[src/rtl/ledpwm_pkg.sv]
package ledpwm_pkg;

    localparam int LVL_W    = 5;
    localparam int DIV_W    = 3;
    localparam int DIV_BASE = 2;
    localparam int PRE_W    = DIV_BASE + (1 << DIV_W) - 1;
    localparam int WORD_W   = 16;

    localparam int POS_OD  = 15;
    localparam int POS_LVL = 8;
    localparam int POS_RUN = 6;
    localparam int POS_DIV = 0;

    typedef enum logic {
        DRV_PUSHPULL  = 1'b0,
        DRV_OPENDRAIN = 1'b1
    } drive_e;

    typedef struct packed {
        logic              drive_od;
        logic [LVL_W-1:0]  level;
        logic              run;
        logic [DIV_W-1:0]  div_idx;
    } ctrl_t;

    function automatic ctrl_t unpack_ctrl(input logic [WORD_W-1:0] w);
        ctrl_t c;
        c.drive_od = w[POS_OD];
        c.level    = w[POS_LVL +: LVL_W];
        c.run      = w[POS_RUN];
        c.div_idx  = w[POS_DIV +: DIV_W];
        return c;
    endfunction

    function automatic logic [PRE_W-1:0] tick_limit(input logic [DIV_W-1:0] d);
        return PRE_W'((32'd1 << (32'(d) + DIV_BASE)) - 32'd1);
    endfunction

endpackage

[src/rtl/ledpwm_regs.sv]
module ledpwm_regs
    import ledpwm_pkg::*;
#(
    parameter int                ADDR_W    = 8,
    parameter logic [ADDR_W-1:0] CTRL_ADDR = 8'h18
) (
    input  logic              clk,
    input  logic              rst,
    input  logic              wr_en,
    input  logic [ADDR_W-1:0] wr_addr,
    input  logic [WORD_W-1:0] wr_data,
    output ctrl_t             ctrl_q,
    output ctrl_t             ctrl_d
);

    logic hit;
    assign hit = wr_en && (wr_addr == CTRL_ADDR);

    always_comb begin
        ctrl_d = ctrl_q;
        if (hit) ctrl_d = unpack_ctrl(wr_data);
    end

    always_ff @(posedge clk) begin
        if (rst) ctrl_q <= '0;
        else     ctrl_q <= ctrl_d;
    end

    assert_foreign_addr_R9: assert property (@(posedge clk) disable iff (rst)
        (wr_en && wr_addr != CTRL_ADDR) |=> $stable(ctrl_q));

endmodule

[src/rtl/ledpwm_prescaler.sv]
module ledpwm_prescaler
    import ledpwm_pkg::*;
(
    input  logic             clk,
    input  logic             rst,
    input  logic             run,
    input  logic [DIV_W-1:0] div_idx,
    output logic             tick
);

    logic [PRE_W-1:0] cnt;
    logic [PRE_W-1:0] limit;

    assign limit = tick_limit(div_idx);
    assign tick  = run && (cnt == limit);

    always_ff @(posedge clk) begin
        if (rst || !run) cnt <= '0;
        else if (tick)   cnt <= '0;
        else             cnt <= cnt + 1'b1;
    end

    assert_prescale_count_R3: assert property (@(posedge clk) disable iff (rst)
        (run && !tick) |=> (!run || cnt == $past(cnt) + 1'b1));

endmodule

[src/rtl/ledpwm_stepper.sv]
module ledpwm_stepper
    import ledpwm_pkg::*;
(
    input  logic             clk,
    input  logic             rst,
    input  logic             run,
    input  logic             tick,
    input  ctrl_t            ctrl_d,
    output logic [DIV_W-1:0] act_div,
    output logic             pwm_hi
);

    logic [LVL_W-1:0] step;
    logic [LVL_W-1:0] act_lvl;
    logic             wrap;

    assign wrap   = tick && (step == '1);
    assign pwm_hi = run && (step <= act_lvl);

    always_ff @(posedge clk) begin
        if (rst) begin
            step    <= '0;
            act_lvl <= '0;
            act_div <= '0;
        end else if (!run) begin
            step    <= '0;
            act_lvl <= ctrl_d.level;
            act_div <= ctrl_d.div_idx;
        end else begin
            if (tick) step <= step + 1'b1;
            if (wrap) begin
                act_lvl <= ctrl_d.level;
                act_div <= ctrl_d.div_idx;
            end
        end
    end

    assert_step_advance_R4: assert property (@(posedge clk) disable iff (rst)
        (run && tick && step != '1) |=> (step == $past(step) + 1'b1));

    assert_held_in_pd_R6: assert property (@(posedge clk) disable iff (rst)
        !run |=> (step == '0));

    assert_shadow_hold_R8: assert property (@(posedge clk) disable iff (rst)
        (run && !wrap) |=> ($stable(act_lvl) && $stable(act_div)));

endmodule

[src/rtl/ledpwm_drive.sv]
module ledpwm_drive
    import ledpwm_pkg::*;
(
    input  logic clk,
    input  logic rst,
    input  logic drive_od,
    input  logic pwm_hi,
    output logic pwm_o,
    output logic pwm_oe
);

    drive_e mode;
    assign mode = drive_e'(drive_od);

    always_comb begin
        case (mode)
            DRV_OPENDRAIN: begin
                pwm_o  = 1'b0;
                pwm_oe = !pwm_hi;
            end
            default: begin
                pwm_o  = pwm_hi;
                pwm_oe = 1'b1;
            end
        endcase
    end

    assert_od_never_drives_high_R7: assert property (@(posedge clk) disable iff (rst)
        (drive_od && pwm_oe) |-> !pwm_o);

    assert_pp_always_driven_R7: assert property (@(posedge clk) disable iff (rst)
        !drive_od |-> pwm_oe);

endmodule

[src/rtl/ledpwm_top.sv]
module ledpwm_top
    import ledpwm_pkg::*;
#(
    parameter int                ADDR_W    = 8,
    parameter logic [ADDR_W-1:0] CTRL_ADDR = 8'h18
) (
    input  logic              clk,
    input  logic              rst,
    input  logic              wr_en,
    input  logic [ADDR_W-1:0] wr_addr,
    input  logic [WORD_W-1:0] wr_data,
    output logic              pwm_o,
    output logic              pwm_oe
);

    ctrl_t            ctrl_q;
    ctrl_t            ctrl_d;
    logic             tick;
    logic [DIV_W-1:0] act_div;
    logic             pwm_hi;

    ledpwm_regs #(.ADDR_W(ADDR_W), .CTRL_ADDR(CTRL_ADDR)) u_regs (
        .clk(clk), .rst(rst), .wr_en(wr_en), .wr_addr(wr_addr),
        .wr_data(wr_data), .ctrl_q(ctrl_q), .ctrl_d(ctrl_d)
    );

    ledpwm_prescaler u_pre (
        .clk(clk), .rst(rst), .run(ctrl_q.run), .div_idx(act_div), .tick(tick)
    );

    ledpwm_stepper u_step (
        .clk(clk), .rst(rst), .run(ctrl_q.run), .tick(tick),
        .ctrl_d(ctrl_d), .act_div(act_div), .pwm_hi(pwm_hi)
    );

    ledpwm_drive u_drv (
        .clk(clk), .rst(rst), .drive_od(ctrl_q.drive_od),
        .pwm_hi(pwm_hi), .pwm_o(pwm_o), .pwm_oe(pwm_oe)
    );

    assert_pd_low_R6: assert property (@(posedge clk) disable iff (rst)
        !ctrl_q.run |-> !pwm_hi);

    assert_reset_state_R2: assert property (@(posedge clk)
        $past(rst) |-> (pwm_oe && !pwm_o));

endmodule

[config.mk]
export PLATFORM = sky130hd
export DESIGN_NAME = ledpwm_top
export DESIGN_NICKNAME = d
export VERILOG_FILES = /design/src/rtl/ledpwm_pkg.sv /design/src/rtl/ledpwm_regs.sv /design/src/rtl/ledpwm_prescaler.sv /design/src/rtl/ledpwm_stepper.sv /design/src/rtl/ledpwm_drive.sv /design/src/rtl/ledpwm_top.sv
export SDC_FILE = /design/constraint.sdc
export NUM_CORES = 1
export LEC_CHECK = 0
export ABC_AREA = 1
export BUFFER_PORTS_ARGS = -buffer_cell sky130_fd_sc_hd__clkbuf_2
export CELL_PAD_IN_SITES_DETAIL_PLACEMENT = 0
export CELL_PAD_IN_SITES_GLOBAL_PLACEMENT = 2
export CORE_ASPECT_RATIO = 1.25
export CORE_MARGIN = 2
export CORE_UTILIZATION = 33
export DETAILED_ROUTE_END_ITERATION = 8
export PLACE_DENSITY_LB_ADDON = 0.05
export SKIP_CTS_REPAIR_TIMING = 1
export SLEW_MARGIN = 10
export SYNTH_ARGS = -nofsm -noshare
export SYNTH_HDL_FRONTEND = slang
export SYNTH_SLANG_ARGS = --single-unit
[constraint.sdc]
create_clock -name clk -period 4.25 [get_ports clk]
set_input_delay 0.6375 -clock clk [delete_from_list [all_inputs] [get_ports clk]]
set_output_delay 0.6375 -clock clk [all_outputs]
set_load 0.005 [all_outputs]
==> results.py, run 1 <==
metrics = {
    "worst_setup_path": {
        "regToRegSetupSlack_ps": 2080,
        "start_kind": "flop",
        "cp.required_ps": 3610,
        "path_buf_inv": 3,
        "r2r_end": "u_pre.cnt[3]$_SDFF_PP0_",
        "reg2reg_depth": 12,
        "cp_data_arrival_time_ps": 1750,
        "cp_max_fo": 2,
        "r2r-start": "u_step.act_div[1]$_SDFFE_PP0P_",
        "path_delay_family": "compound AO/OA/AOI/OAI gates",
        "cp_cell_sequence": "inv_1 > ha_1 > inv_1 > o21bai_1 > a21oi_1 > nor2_1 > o22ai_1 > nand2_1 > nor2_1 > clkbuf_2",
        "max_stage_delay_ps": 310,
        "end_kind": "output port",
        "crit_type": "reg -> out",
        "worst_path_max_delay_cell": "dfxtp_1",
    },
    "clocking": {
        "cts.sinks": 32,
        "cts_tree": "done",
        "cts_max_path_buffers": 2,
        "worstSkewPairLatency_ps": 290,
        "clk_pin_slew_worst_paths_ps": 70,
        "cts_root_buffer": "clkbuf_8",
        "h-tree-depth": 2,
        "cts_buffers": 5,
    },
    "logic_synthesis": {
        "synth_top_family_by_area": "simple AND/OR/NAND/NOR gates",
        "synthAdderAreaFrac": 0.09843,
        "synthTopCellsByArea": "dfxtp_1 34%, nand2_1 18%, ha_1 9.8%",
        "ys_ff_latch": 32,
        "synth_cells": 291,
        "synthMuxAreaShare": 0,
        "netlist_area_sq_mm": 0.001907,
        "synth-seq-area-share": 0.3360,
        "yosys.area.top_type": "dfxtp_1",
        "syn_nets": 333,
        "syn_area_per_cell_sq_um": 6.553,
        "synth_cell_type_count": 28,
        "yosys_warnings": 0,
        "synth_compound_area_frac": 0.08202,
        "synth_xor_xnor_area_share": 0.009186,
        "synth_simple_gate_area_frac": 0.3878,
        "synth_top_area_share": 0.3360,
    },
    "layout": {
        "syn2layout_area_growth_pct": 13.65,
        "n_antenna_cell": 0,
        "num-fill-cells": 624,
        "multi_input_area_sq_mm": 0.001101,
        "layout_commonest_cell": "nand2_1",
        "regArea_sq_um": 640.6,
        "utilization": 0.3927,
        "drive_above_1_share": 0.1524,
        "nets": 357,
        "layout_common_cells": "91 x nand2_1, 41 x nor2_1, 32 x dfxtp_1, 28 x inv_1, 22 x clkbuf_2",
    },
    "timing": {
        "fin_crit_ps": 2389,
        "fin_tns_setup_ps": 0,
        "rsz0062_at_grt": "no",
        "drv_slew": 0,
        "setup_violations": 0,
        "fmax_ghz": 0.4187,
        "fin_worst_skew_ps": 6.128,
        "hold_viol_final": 0,
        "worst_slew_pin_slew_ps": 784.5,
        "slew_headroom": 0.4763,
        "finalCritPeriodShare": 0.5620,
    },
    "route": {
        "vias": 1741,
        "antenna_left": 0,
        "wl_per_cell_um": 11.27,
        "dr.pass1.iters": 4,
        "finalWirelength_mm": 4.273,
        "initialDrtViolationCount": 64,
        "routed_via_density": 4.594,
        "drc": 0,
    },
    "die": {
        "row_count": 30,
        "initial_core_util": 0.3456,
        "die_width_um": 71.99,
        "core_area_sq_mm": 0.005518,
        "boundaryPins": 29,
        "die_area_sq_mm": 0.006406,
        "die_h_um": 88.99,
    },
    "power_and_ir_drop": {
        "finalPower_w": 0.0005821,
        "pwr-share-seq": 0.516,
        "p_leak_nw": 1.003,
        "vdd_drop_max_mv": 0.1253,
        "p_clk_frac": 0.450,
        "power_density_mw_per_mm2": 268.6,
        "comb_power_share": 0.034,
        "switching_share": 0.2200,
        "power.internal_w": 0.0004540,
        "power.switching_w": 0.0001281,
    },
    "outcome": {
        "status": "finished, final reports clean",
    },
    "grt": {
        "gr-total-overflow": 0,
        "grt_usage": 0.1510,
        "grt_pass1_wl_mm": 7.417,
        "antenna_found_initial": 0,
        "grt_pass1_vias": 1592,
        "grt_start_max_net_pins": 22,
    },
    "place": {
        "io_buffers": 22,
        "dp_hpwl_mm": 3.291,
        "place.gp.congestion": 0.7039,
    },
    "worst_hold_path": {
        "worstHoldEndpoint": "u_regs.ctrl_q[4]$_SDFF_PP0_",
        "hp-class": "reg -> reg",
        "holdPathStages": 2,
        "hold_start": "u_regs.ctrl_q[4]$_SDFF_PP0_",
    },
    "job": {
        "cap_viol_max_count": 0,
    },
}
[Yosys cell counts, drive strengths merged]
master / n
clkinv: 2
xor2: 2
buf: 1
o21ai: 6
a21o: 1
dfxtp: 32
ha: 15
nor3b: 2
a21oi: 21
inv: 35
nand4: 1
nor2: 44
nor3: 2
or2: 2
nand3b: 1
clkbuf: 4
nor4: 2
o21bai: 1
nand3: 22
nand2: 94
o22ai: 1
[layer usage]
layer / wire [um] / track usage / vias to the layer above
li1: - / - / 960
met1: 1913 / 0.1732 / 746
met2: 2142 / 0.2744 / 29
met3: 149 / 0.03269 / 6
met4: 68 / 0.05660 / 0
met5: 0 / 0 / -
[worst max-delay path by stage]
stage               cells after the start                           start                              to  slack [ps]
finish                                 10  u_step.act_lvl[1]$_SDFFE_PP0P_                           pwm_o        1860
global route                            9     u_step.step[1]$_SDFFE_PP0P_                           pwm_o        1690
CTS                                    10  u_step.act_lvl[1]$_SDFFE_PP0P_                           pwm_o        1840
detailed placement                     10  u_step.act_div[1]$_SDFFE_PP0P_  u_step.act_div[2]$_SDFFE_PP0P_        2070
global placement                       12  u_step.act_div[1]$_SDFFE_PP0P_         u_pre.cnt[3]$_SDFF_PP0_        2060
floorplan                              11  u_step.act_div[1]$_SDFFE_PP0P_  u_step.act_div[0]$_SDFFE_PP0P_        2330
[sequential cells by signal, indices dropped and copies added (netlist names)]
name	count
u_step.step	5
u_regs.ctrl_q	10
u_step.act_lvl	5
u_step.act_div	3
u_pre.cnt	9
[logic make-up after synthesis]
kind of cell / Yosys count
AND/OR/NAND/NOR: 170
buffers and inverters: 42
XOR/XNOR: 2
flip-flops: 32
AO/OA/AOI/OAI: 30
adder cells (fa/ha/maj): 15
[power groups by stage]
stage	combinational, W	sequential, W	clock (W)
3_5_place_dp	0.0000200	0.000307	0
5_1_grt	0.0000232	0.000300	0.000283
2_1_floorplan	0.00000924	0.000307	0
3_3_place_gp	0.0000201	0.000307	0
6_report	0.0000197	0.000300	0.000262
4_1_cts	0.0000201	0.000300	0.000272
[worst min-delay path, stage by stage, from the launching register on]
cell	delay, ps
dfxtp_1	300
nand2_1	70
a21oi_1	60
[metrics by stage]
| step | setup slack, ps | cells | instance area, sq um | hold WS [ps] |
|---|---|---|---|---|
| 2_1_floorplan | 2331 | 291 | 1907 | 433.4 |
| 3_5_place_dp | 2066 | 372 | 2071 | 462.0 |
| 5_1_grt | 1694 | 379 | 2167 | 490.7 |
| 4_1_cts | 1840 | 379 | 2167 | 475.1 |
| 6_report | 1861 | 379 | 2167 | 473.6 |
| 3_3_place_gp | 2057 | 372 | 2071 | 452.1 |
[area by class of cell]
type / instances / area share
repair buffers: 22 / 0.05081
multi-input cells: 217 / 0.5081
inverters: 37 / 0.06409
clock buffers: 7 / 0.04446
well taps: 64 / 0.03695
flip-flops and latches: 32 / 0.2956
Note: power is estimated with default switching activity, not from simulation.
==> run 2: changes to the inputs <==
--- a/config.mk
+++ b/config.mk
@@ -11,7 +11,7 @@
 export CELL_PAD_IN_SITES_GLOBAL_PLACEMENT = 2
 export CORE_ASPECT_RATIO = 1.25
 export CORE_MARGIN = 2
-export CORE_UTILIZATION = 33
+export CORE_UTILIZATION = 30
 export DETAILED_ROUTE_END_ITERATION = 8
 export PLACE_DENSITY_LB_ADDON = 0.05
 export SKIP_CTS_REPAIR_TIMING = 1
==> constraint.sdc (replaced) <==
create_clock -name clk -period 2.5 [get_ports clk]
set_input_delay 0.375 -clock clk [delete_from_list [all_inputs] [get_ports clk]]
set_output_delay 0.375 -clock clk [all_outputs]
set_load 0.005 [all_outputs]
==> results.py, run 2 (synthesized netlist as in run 1, its figures left out) <==
metrics = {
    "outcome": {
        "status": "finished, final reports clean",
    },
    "die": {
        "initial_core_util": 0.3093,
        "core_area_sq_mm": 0.006166,
        "boundaryPins": 29,
        "die_width_um": 75.31,
        "row_count": 32,
        "die_area_sq_mm": 0.007014,
        "die_h_um": 93.14,
    },
    "clocking": {
        "clk_pin_slew_worst_paths_ps": 70,
        "cts_max_path_buffers": 2,
        "worstSkewPairLatency_ps": 280,
        "cts_buffers": 5,
        "cts.sinks": 32,
        "h-tree-depth": 2,
        "cts_root_buffer": "clkbuf_8",
        "cts_tree": "done",
    },
    "worst_setup_path": {
        "regToRegSetupSlack_ps": 390,
        "cp_data_arrival_time_ps": 2310,
        "cp_max_fo": 9,
        "crit_type": "reg -> reg",
        "cp.required_ps": 2700,
        "end_kind": "flop",
        "start_kind": "flop",
    },
    "layout": {
        "layout_commonest_cell": "nand2_1",
        "drive_above_1_share": 0.1609,
        "design_area_sq_mm": 0.002232,
        "largest_register_ffs": 10,
        "syn2layout_area_growth_pct": 17.06,
        "num-fill-cells": 709,
        "reg_top3": "u_regs.ctrl_q x10, u_pre.cnt x9",
        "nets": 358,
        "layout_common_cells": "91 x nand2_1, 41 x nor2_1, 31 x dfxtp_1, 28 x inv_1, 22 x clkbuf_2",
        "n_antenna_cell": 0,
        "regMostFlops": "u_regs.ctrl_q",
    },
    "grt": {
        "grt_usage": 0.1384,
        "grt_pass1_wl_mm": 7.521,
        "antenna_found_initial": 0,
        "grt_pass1_vias": 1628,
        "grt_start_max_net_pins": 21,
        "gr-total-overflow": 0,
    },
    "power_and_ir_drop": {
        "vdd_drop_max_mv": 0.2422,
        "power.switching_w": 0.0002150,
        "pwr-share-seq": 0.467,
        "switching_share": 0.1967,
        "p_clk_frac": 0.503,
        "comb_power_share": 0.031,
        "finalPower_w": 0.001093,
        "power.internal_w": 0.0008783,
        "p_leak_nw": 1.024,
        "power_density_mw_per_mm2": 489.8,
    },
    "timing": {
        "hold_viol_final": 0,
        "slew_headroom": 0.7179,
        "fin_crit_ps": 2109,
        "finalCritPeriodShare": 0.8438,
        "setup_violations": 0,
        "rsz0062_at_grt": "no",
        "drv_slew": 0,
        "fmax_ghz": 0.4741,
        "worst_slew_pin_slew_ps": 421.6,
        "fin_tns_setup_ps": 0,
        "fin_worst_skew_ps": 8.588,
    },
    "place": {
        "dp_hpwl_mm": 3.164,
        "postPlaceCellArea_sq_mm": 0.002105,
        "io_buffers": 22,
        "place.gp.congestion": 0.6926,
    },
    "route": {
        "vias": 1694,
        "routed_via_density": 4.214,
        "wl_per_cell_um": 10.32,
        "drc": 0,
        "antenna_left": 0,
        "initialDrtViolationCount": 46,
        "dr.pass1.iters": 4,
        "finalWirelength_mm": 4.149,
    },
    "job": {
        "cap_viol_max_count": 0,
    },
    "worst_hold_path": {
        "hp-class": "in -> reg",
    },
}
run 2: cell count changes in the layout (fill, tap and decap cells not counted), sizes merged:
cell	before	now
buf	0	1
bufinv	0	1
run 2: metrics by stage:
step,instances,setup slack [ps],utilization,hold slack [ps]
final,402,390.5,0.3620,343.8
after global routing,402,118.0,0.3620,359.2
after CTS,402,230.3,0.3618,337.7
after detailed placement,394,255.5,0.3413,461.8
after global placement,394,253.0,0.3413,450.7
after floorplan,291,580.5,-,433.4
run 2: power groups by stage:
stage / clock network (W) / registers, W / logic (W)
4_1_cts: 0.000566 / 0.000510 / 0.0000341
3_5_place_dp: 0 / 0.000522 / 0.0000340
2_1_floorplan: 0 / 0.000522 / 0.0000157
6_report: 0.000550 / 0.000510 / 0.0000334
5_1_grt: 0.000583 / 0.000510 / 0.0000394
3_3_place_gp: 0 / 0.000522 / 0.0000342
run 2: area by class of cell:
cell class / instances / area (sq um) / share of cell area
Clock buffer: 7 / 96.34 / 0.04316
Clock inverter: 1 / 30.03 / 0.01345
Sequential cell: 32 / 641.9 / 0.2876
Inverter: 37 / 138.9 / 0.06222
Timing Repair Buffer: 23 / 117.6 / 0.05269
Tap cell: 85 / 106.4 / 0.04765
Multi-Input combinational cell: 217 / 1101 / 0.4933
run 2: critical path, cell delays in order (launching register included):
cell and delay, ps:
dfxtp_2 430, inv_2 90, ha_1 370, inv_2 60
nor2_2 120, nand2_1 60, nand2_1 60, nand2_1 90
nand3_1 110, nand2_2 90, nand2_2 160, nand2_2 170
nor3b_1 210
run 2: path summary, 6_finish.rpt:
path	end	depth (start not counted)	from
min	u_regs.ctrl_q[5]$_SDFF_PP0_	3	wr_data[9]
min reg2reg	u_regs.ctrl_q[5]$_SDFF_PP0_	2	u_regs.ctrl_q[5]$_SDFF_PP0_
max reg2reg	u_pre.cnt[3]$_SDFF_PP0_	12	u_step.act_div[1]$_SDFFE_PP0P_
max	u_pre.cnt[3]$_SDFF_PP0_	12	u_step.act_div[1]$_SDFFE_PP0P_
run 2: routing by layer:
| metal | vias to the layer above | routed length, um | GRT usage | share of wire |
|---|---|---|---|---|
| met1 | 707 | 2199 | 0.1916 | 0.53 |
| met4 | 0 | 75 | 0.04825 | 0.018 |
| met5 | - | 0 | 0 | 0 |
| li1 | 960 | - | - | - |
| met3 | 5 | 118 | 0.02694 | 0.028 |
| met2 | 22 | 1756 | 0.2116 | 0.42 |
